==> src/rtl/rtc_match_pkg.sv <==
package rtc_match_pkg;
  // word indices of the register map
  localparam int unsigned IDX_COUNT  = 0;
  localparam int unsigned IDX_CMP    = 1;
  localparam int unsigned IDX_LOAD   = 2;
  localparam int unsigned IDX_CTRL   = 3;
  localparam int unsigned IDX_MASK   = 4;
  localparam int unsigned IDX_RAW    = 5;
  localparam int unsigned IDX_MSKD   = 6;
  localparam int unsigned IDX_CLEAR  = 7;
  localparam int unsigned NUM_MAPPED = 8;

  typedef struct packed {
    logic load;
    logic cmp;
    logic mask;
    logic clear;
    logic bad;
  } wr_dec_t;
endpackage

==> src/rtl/rtc_counter.sv <==
module rtc_counter #(
  parameter int unsigned CNT_W = 32
) (
  input  logic             clk,
  input  logic             rst_n,
  input  logic             tick_i,
  input  logic             load_i,
  input  logic [CNT_W-1:0] load_val_i,
  output logic [CNT_W-1:0] cnt_o,
  output logic             adv_o
);
  logic [CNT_W-1:0] cnt_q;
  logic [CNT_W-1:0] cnt_d;
  logic             cnt_en;

  // a load wins over a tick in the same cycle
  always_comb begin
    adv_o  = tick_i & ~load_i;
    cnt_en = tick_i | load_i;
    cnt_d  = cnt_q;
    if (load_i)      cnt_d = load_val_i;
    else if (tick_i) cnt_d = cnt_q + CNT_W'(1);
  end

  always_ff @(posedge clk or negedge rst_n) begin
    if (!rst_n)      cnt_q <= '0;
    else if (cnt_en) cnt_q <= cnt_d;
  end

  assign cnt_o = cnt_q;
endmodule

==> src/rtl/rtc_alarm.sv <==
module rtc_alarm #(
  parameter int unsigned CNT_W = 32
) (
  input  logic             clk,
  input  logic             rst_n,
  input  logic             adv_i,
  input  logic [CNT_W-1:0] cnt_i,
  input  logic [CNT_W-1:0] cmp_i,
  input  logic             clear_i,
  output logic             raw_o
);
  logic raw_q;
  logic raw_d;
  logic hit;
  logic raw_en;

  // the compare looks at the value the counter takes on this edge
  always_comb begin
    hit    = adv_i && ((cnt_i + CNT_W'(1)) == cmp_i);
    raw_en = hit | clear_i;
    raw_d  = raw_q;
    if (hit)          raw_d = 1'b1;
    else if (clear_i) raw_d = 1'b0;
  end

  always_ff @(posedge clk or negedge rst_n) begin
    if (!rst_n)      raw_q <= 1'b0;
    else if (raw_en) raw_q <= raw_d;
  end

  assign raw_o = raw_q;
endmodule

==> src/rtl/rtc_regs.sv <==
module rtc_regs
  import rtc_match_pkg::*;
#(
  parameter int unsigned ADDR_W = 4,
  parameter int unsigned DATA_W = 32,
  parameter int unsigned CNT_W  = 32
) (
  input  logic              clk,
  input  logic              rst_n,
  input  logic              wr_en,
  input  logic              rd_en,
  input  logic [ADDR_W-1:0] addr,
  input  logic [DATA_W-1:0] wdata,
  input  logic [CNT_W-1:0]  cnt_i,
  input  logic              raw_i,
  output wr_dec_t           dec_o,
  output logic [CNT_W-1:0]  cmp_o,
  output logic              mask_o,
  output logic [DATA_W-1:0] rdata_o,
  output logic              err_o
);
  localparam int unsigned PAD_W = DATA_W - 1;

  logic [CNT_W-1:0]  cmp_q,   cmp_d;
  logic              mask_q,  mask_d;
  logic [DATA_W-1:0] rdata_q, rdata_d;
  logic              err_q;
  logic [DATA_W-1:0] rd_val;
  wr_dec_t           dec;

  // write decode
  always_comb begin
    dec = '0;
    if (wr_en) begin
      if (addr >= ADDR_W'(NUM_MAPPED)) begin
        dec.bad = 1'b1;
      end else begin
        case (addr)
          ADDR_W'(IDX_LOAD):  dec.load  = 1'b1;
          ADDR_W'(IDX_CMP):   dec.cmp   = 1'b1;
          ADDR_W'(IDX_MASK):  dec.mask  = 1'b1;
          ADDR_W'(IDX_CLEAR): dec.clear = 1'b1;
          ADDR_W'(IDX_COUNT),
          ADDR_W'(IDX_RAW),
          ADDR_W'(IDX_MSKD):  dec.bad   = 1'b1;
          default:            dec       = '0;
        endcase
      end
    end
  end

  // read mux
  always_comb begin
    rd_val = '0;
    case (addr)
      ADDR_W'(IDX_COUNT),
      ADDR_W'(IDX_LOAD): rd_val = DATA_W'(cnt_i);
      ADDR_W'(IDX_CMP):  rd_val = DATA_W'(cmp_q);
      ADDR_W'(IDX_MASK): rd_val = {{PAD_W{1'b0}}, mask_q};
      ADDR_W'(IDX_RAW):  rd_val = {{PAD_W{1'b0}}, raw_i};
      ADDR_W'(IDX_MSKD): rd_val = {{PAD_W{1'b0}}, raw_i & mask_q};
      default:           rd_val = '0;
    endcase
  end

  // next state
  always_comb begin
    cmp_d   = dec.cmp  ? wdata[CNT_W-1:0] : cmp_q;
    mask_d  = dec.mask ? wdata[0]         : mask_q;
    rdata_d = rd_en    ? rd_val           : rdata_q;
  end

  always_ff @(posedge clk or negedge rst_n) begin
    if (!rst_n) begin
      cmp_q   <= '0;
      mask_q  <= 1'b0;
      rdata_q <= '0;
      err_q   <= 1'b0;
    end else begin
      if (dec.cmp)  cmp_q   <= cmp_d;
      if (dec.mask) mask_q  <= mask_d;
      if (rd_en)    rdata_q <= rdata_d;
      err_q <= dec.bad;
    end
  end

  assign dec_o   = dec;
  assign cmp_o   = cmp_q;
  assign mask_o  = mask_q;
  assign rdata_o = rdata_q;
  assign err_o   = err_q;
endmodule

==> src/rtl/rtc_match_top.sv <==
module rtc_match_top
  import rtc_match_pkg::*;
#(
  parameter int unsigned ADDR_W = 4,
  parameter int unsigned DATA_W = 32,
  parameter int unsigned CNT_W  = 32
) (
  input  logic              clk,
  input  logic              rst_n,
  input  logic              sec_tick,
  input  logic              wr_en,
  input  logic              rd_en,
  input  logic [ADDR_W-1:0] addr,
  input  logic [DATA_W-1:0] wdata,
  output logic [DATA_W-1:0] rdata,
  output logic              err,
  output logic              irq
);
  wr_dec_t          dec_w;
  logic [CNT_W-1:0] cnt_w;
  logic [CNT_W-1:0] cmp_w;
  logic             adv_w;
  logic             raw_w;
  logic             mask_w;

  rtc_regs #(.ADDR_W(ADDR_W), .DATA_W(DATA_W), .CNT_W(CNT_W)) u_regs (
    .clk     (clk),
    .rst_n   (rst_n),
    .wr_en   (wr_en),
    .rd_en   (rd_en),
    .addr    (addr),
    .wdata   (wdata),
    .cnt_i   (cnt_w),
    .raw_i   (raw_w),
    .dec_o   (dec_w),
    .cmp_o   (cmp_w),
    .mask_o  (mask_w),
    .rdata_o (rdata),
    .err_o   (err)
  );

  rtc_counter #(.CNT_W(CNT_W)) u_cnt (
    .clk        (clk),
    .rst_n      (rst_n),
    .tick_i     (sec_tick),
    .load_i     (dec_w.load),
    .load_val_i (wdata[CNT_W-1:0]),
    .cnt_o      (cnt_w),
    .adv_o      (adv_w)
  );

  rtc_alarm #(.CNT_W(CNT_W)) u_alarm (
    .clk     (clk),
    .rst_n   (rst_n),
    .adv_i   (adv_w),
    .cnt_i   (cnt_w),
    .cmp_i   (cmp_w),
    .clear_i (dec_w.clear),
    .raw_o   (raw_w)
  );

  assign irq = raw_w & mask_w;
endmodule

==> config.mk <==
export PLATFORM = sky130hd
export DESIGN_NAME = rtc_match_top
export DESIGN_NICKNAME = d
export VERILOG_FILES = /design/src/rtl/rtc_match_pkg.sv /design/src/rtl/rtc_counter.sv /design/src/rtl/rtc_alarm.sv /design/src/rtl/rtc_regs.sv /design/src/rtl/rtc_match_top.sv
export SDC_FILE = /design/constraint.sdc
export NUM_CORES = 1
export LEC_CHECK = 0
export ABC_AREA = 1
export BUFFER_PORTS_ARGS = -buffer_cell sky130_fd_sc_hd__buf_4
export CAP_MARGIN = 20
export CORE_UTILIZATION = 63
export DETAILED_ROUTE_END_ITERATION = 16
export GPL_ROUTABILITY_DRIVEN = 0
export HOLD_SLACK_MARGIN = 0.08
export PLACE_DENSITY_LB_ADDON = 0.25
export RECOVER_POWER = 100
export SYNTH_ARGS = -nofsm -noshare
export SYNTH_HDL_FRONTEND = slang
export SYNTH_SLANG_ARGS = --single-unit
==> constraint.sdc <==
create_clock -name clk -period 5.1 [get_ports clk]
set_clock_uncertainty 0.1 [all_clocks]
set_input_delay 0.51 -clock clk [delete_from_list [all_inputs] [get_ports clk]]
set_output_delay 0.51 -clock clk [all_outputs]
set_load 0.03 [all_outputs]
==> metrics <==
die area=9882 um^2; grt total ovfl=0; YS warnings=0; post-synth top area share=41.44%; CTS root buf=clkbuf_8; flops & latches, synth=99; Final setup viols=0; Post-Synthesis Cells=797; synth unique cells=36; RSZ-0062 raised after global routing=no; Core Area=9196 um^2; initial antenna violation count=0; worst-path fanout max=32; largest net degree at the start of global routing=59; Post-synth EDFFs=0; Leakage Power=3.363 nW; Port Buffers=74; Syn Nets=839; most used cell, CP=inv_1; number of iterations in the first detailed-routing pass=5; Max Buffers Root-to-Sink=2; family with the most delay on the worst path=buffers and inverters; FP Rows=35; layout cells sized above 1=13.61%; via count=5,883; Seq/Total Area, Yosys=41.44%; minimum clock period after layout=3.680 ns; non-filler cells, final=978; crit path DAT=3.87 ns; Netlist Area Pre-Place=5978 um^2; CTS resizes=0; clk slew on worst S/H paths=0.10 ns; Wirelength per Cell=16.69 um; CTS tree=done; buffer count from post-CTS setup fixing=0; first-pass GRT wire length=26,660 um; Iter 0 DRT Violations=505; ys flop type=dfrtp_1; Max Slew Vio Count=158; vias in the first global route=5,734; CP max-delay cell=clkbuf_1; Die W=99.41 um; Die Height=99.41 um; DRT Wirelength=16,320 um; cell with the most instances after synthesis=nand2_1; H-tree levels=3; Worst Tran Pin Value=3.221 ns; Placed Cells=962; # IOs=75; Critical Path RT=5.29 ns; DPL Wire Length=11,410 um; status=complete, but fails checks; fin util=72.57%; Power per Cell Area=326.8 nW/um^2; Hold Vio Cnt, Final=0; Initial Util=65.01%; crit-path cells=clkbuf_4 -> inv_1 -> nand2_1 -> inv_1 -> nand2_1 -> clkbuf_1 -> inv_1 -> nand2_2 -> buf_4 -> nor2_1 -> a21oi_1; Crit Path Class=in2reg; hold buffers post-CTS=0; clk sinks=99; relative slew slack=-114.7%; Antenna Cells=0; max-cap violations=4; P&R area growth vs syn=11.64%; synth top area cells=dfrtp_1, nand2_1, mux2_2, nor2_1, nand3_1; # DRC=0; ys async rst share=100.0%; Synth top cells by count=nand2_1, dfrtp_1, nor2_1; fin crit share=72.16%; Final Net Count=904; Synth area leader=dfrtp_1; clock buffer count from CTS=9; Worst setup SP type=input port; Buf/Inv on CP=6; Peak supply drop=181.3 uV; failing checks=capacitance limit, slew limit; Avg Cell Area, Syn=7.501 um^2; Worst setup EP type=register; Vias/cell=6.015; Worst-Skew Late Latency=0.38 ns; TNS Setup=0 ns; Slowest Stage Delay on Critical Path=1.39 ns; GRT Util Overall=34.40%; HP Class=in2reg; f_max=0.2717 GHz; Post-DRT Antenna Nets=0
-- cell families (layout without fill, tap and decap cells) --
| kind of cell | after synthesis | count (layout) | synth area share [%] |
|---|---|---|---|
| xor+xnor | 10 | 10 | 2.156 |
| compound gates | 104 | 104 | 11.01 |
| simple gates | 433 | 433 | 31.54 |
| buf+inv | 117 | 187 | 7.430 |
| mux | 33 | 33 | 6.216 |
| fa+ha+maj | 1 | 1 | 0.2093 |
| flops | 99 | 99 | 41.44 |
-- stage by stage --
step	total power, mW	setup slack [ns]	hold WS [ns]	cell area, um^2
final	2.181	1.420	0.2593	6674
after global placement	1.642	2.276	0.3911	6626
after detailed placement	1.680	2.185	0.3966	6626
after global routing	2.295	1.267	0.2628	6674
after floorplan	1.477	3.176	0.1144	5978
after CTS	2.188	2.574	0.1332	6820
-- report_power, final --
group          switching (mW)  internal, mW
logic                   0.387         0.232
clock network           0.287         0.230
registers               0.133         0.912
-- registers in the layout (all words and copies together), names as in the netlist --
register,cells
u_cnt.cnt_o,32
u_regs.cmp_o,32
u_regs.rdata_o,32
u_alarm.raw_o,1
u_regs.err_o,1
u_regs.mask_o,1
-- layout by cell type, fill, tap and decap left out, types with 2 or more instances in the layout --
master	instances
nor2_1	93
nor2_4	5
o21ai_0	6
xor2_1	6
inv_1	89
xnor3_1	3
a21oi_1	40
nor2_8	3
nand2_1	242
nand2_2	10
dfrtp_1	99
mux2_2	33
o22ai_1	28
clkinvlp_4	2
o211ai_1	13
inv_2	2
buf_4	40
nand3_1	68
nand2_4	4
nor2_2	2
a221o_1	10
clkbuf_1	41
clkbuf_8	9
nand4_1	2
-- layer usage --
layer  wire length (um)  GRT usage, %  vias to the layer above
li1                   -             -                     2729
met1               6604         43.00                     2755
met2               7768         56.62                      345
met3               1365         6.676                       54
met4                584         18.55                        0
met5                  0             0                        -
-- worst min-delay path: stages --
cell,delay (ns)
buf_4,0.09
nand2_1,0.04
nand3_1,0.07
-- final timing paths --
kind	startpoint	endpoint	slack (ns)	cells after the start
min in group asynchronous	rst_n	u_regs.rdata_o[1]	1.09	1
worst min-delay path	wdata[8]	u_cnt.cnt_o[8]	0.26	3
worst min register to register	u_regs.rdata_o[9]	u_regs.rdata_o[9]	0.41	1
max in group asynchronous	rst_n	u_regs.cmp_o[2]	1.94	2
worst max-delay path	addr[2]	u_regs.cmp_o[22]	1.42	11
worst max register to register	u_cnt.cnt_o[0]	u_alarm.raw_o	2.55	15
-- area by class of cell --
class	count	area, um^2
multi-input cells	581	3068
flip-flops and latches	99	2477
inverters	91	341.6
fillers	747	2522
clock buffers	11	131.4
repair buffers	80	454.2
well taps	111	138.9
clock inverters	5	62.56
Power figures use the tool's default switching activity.
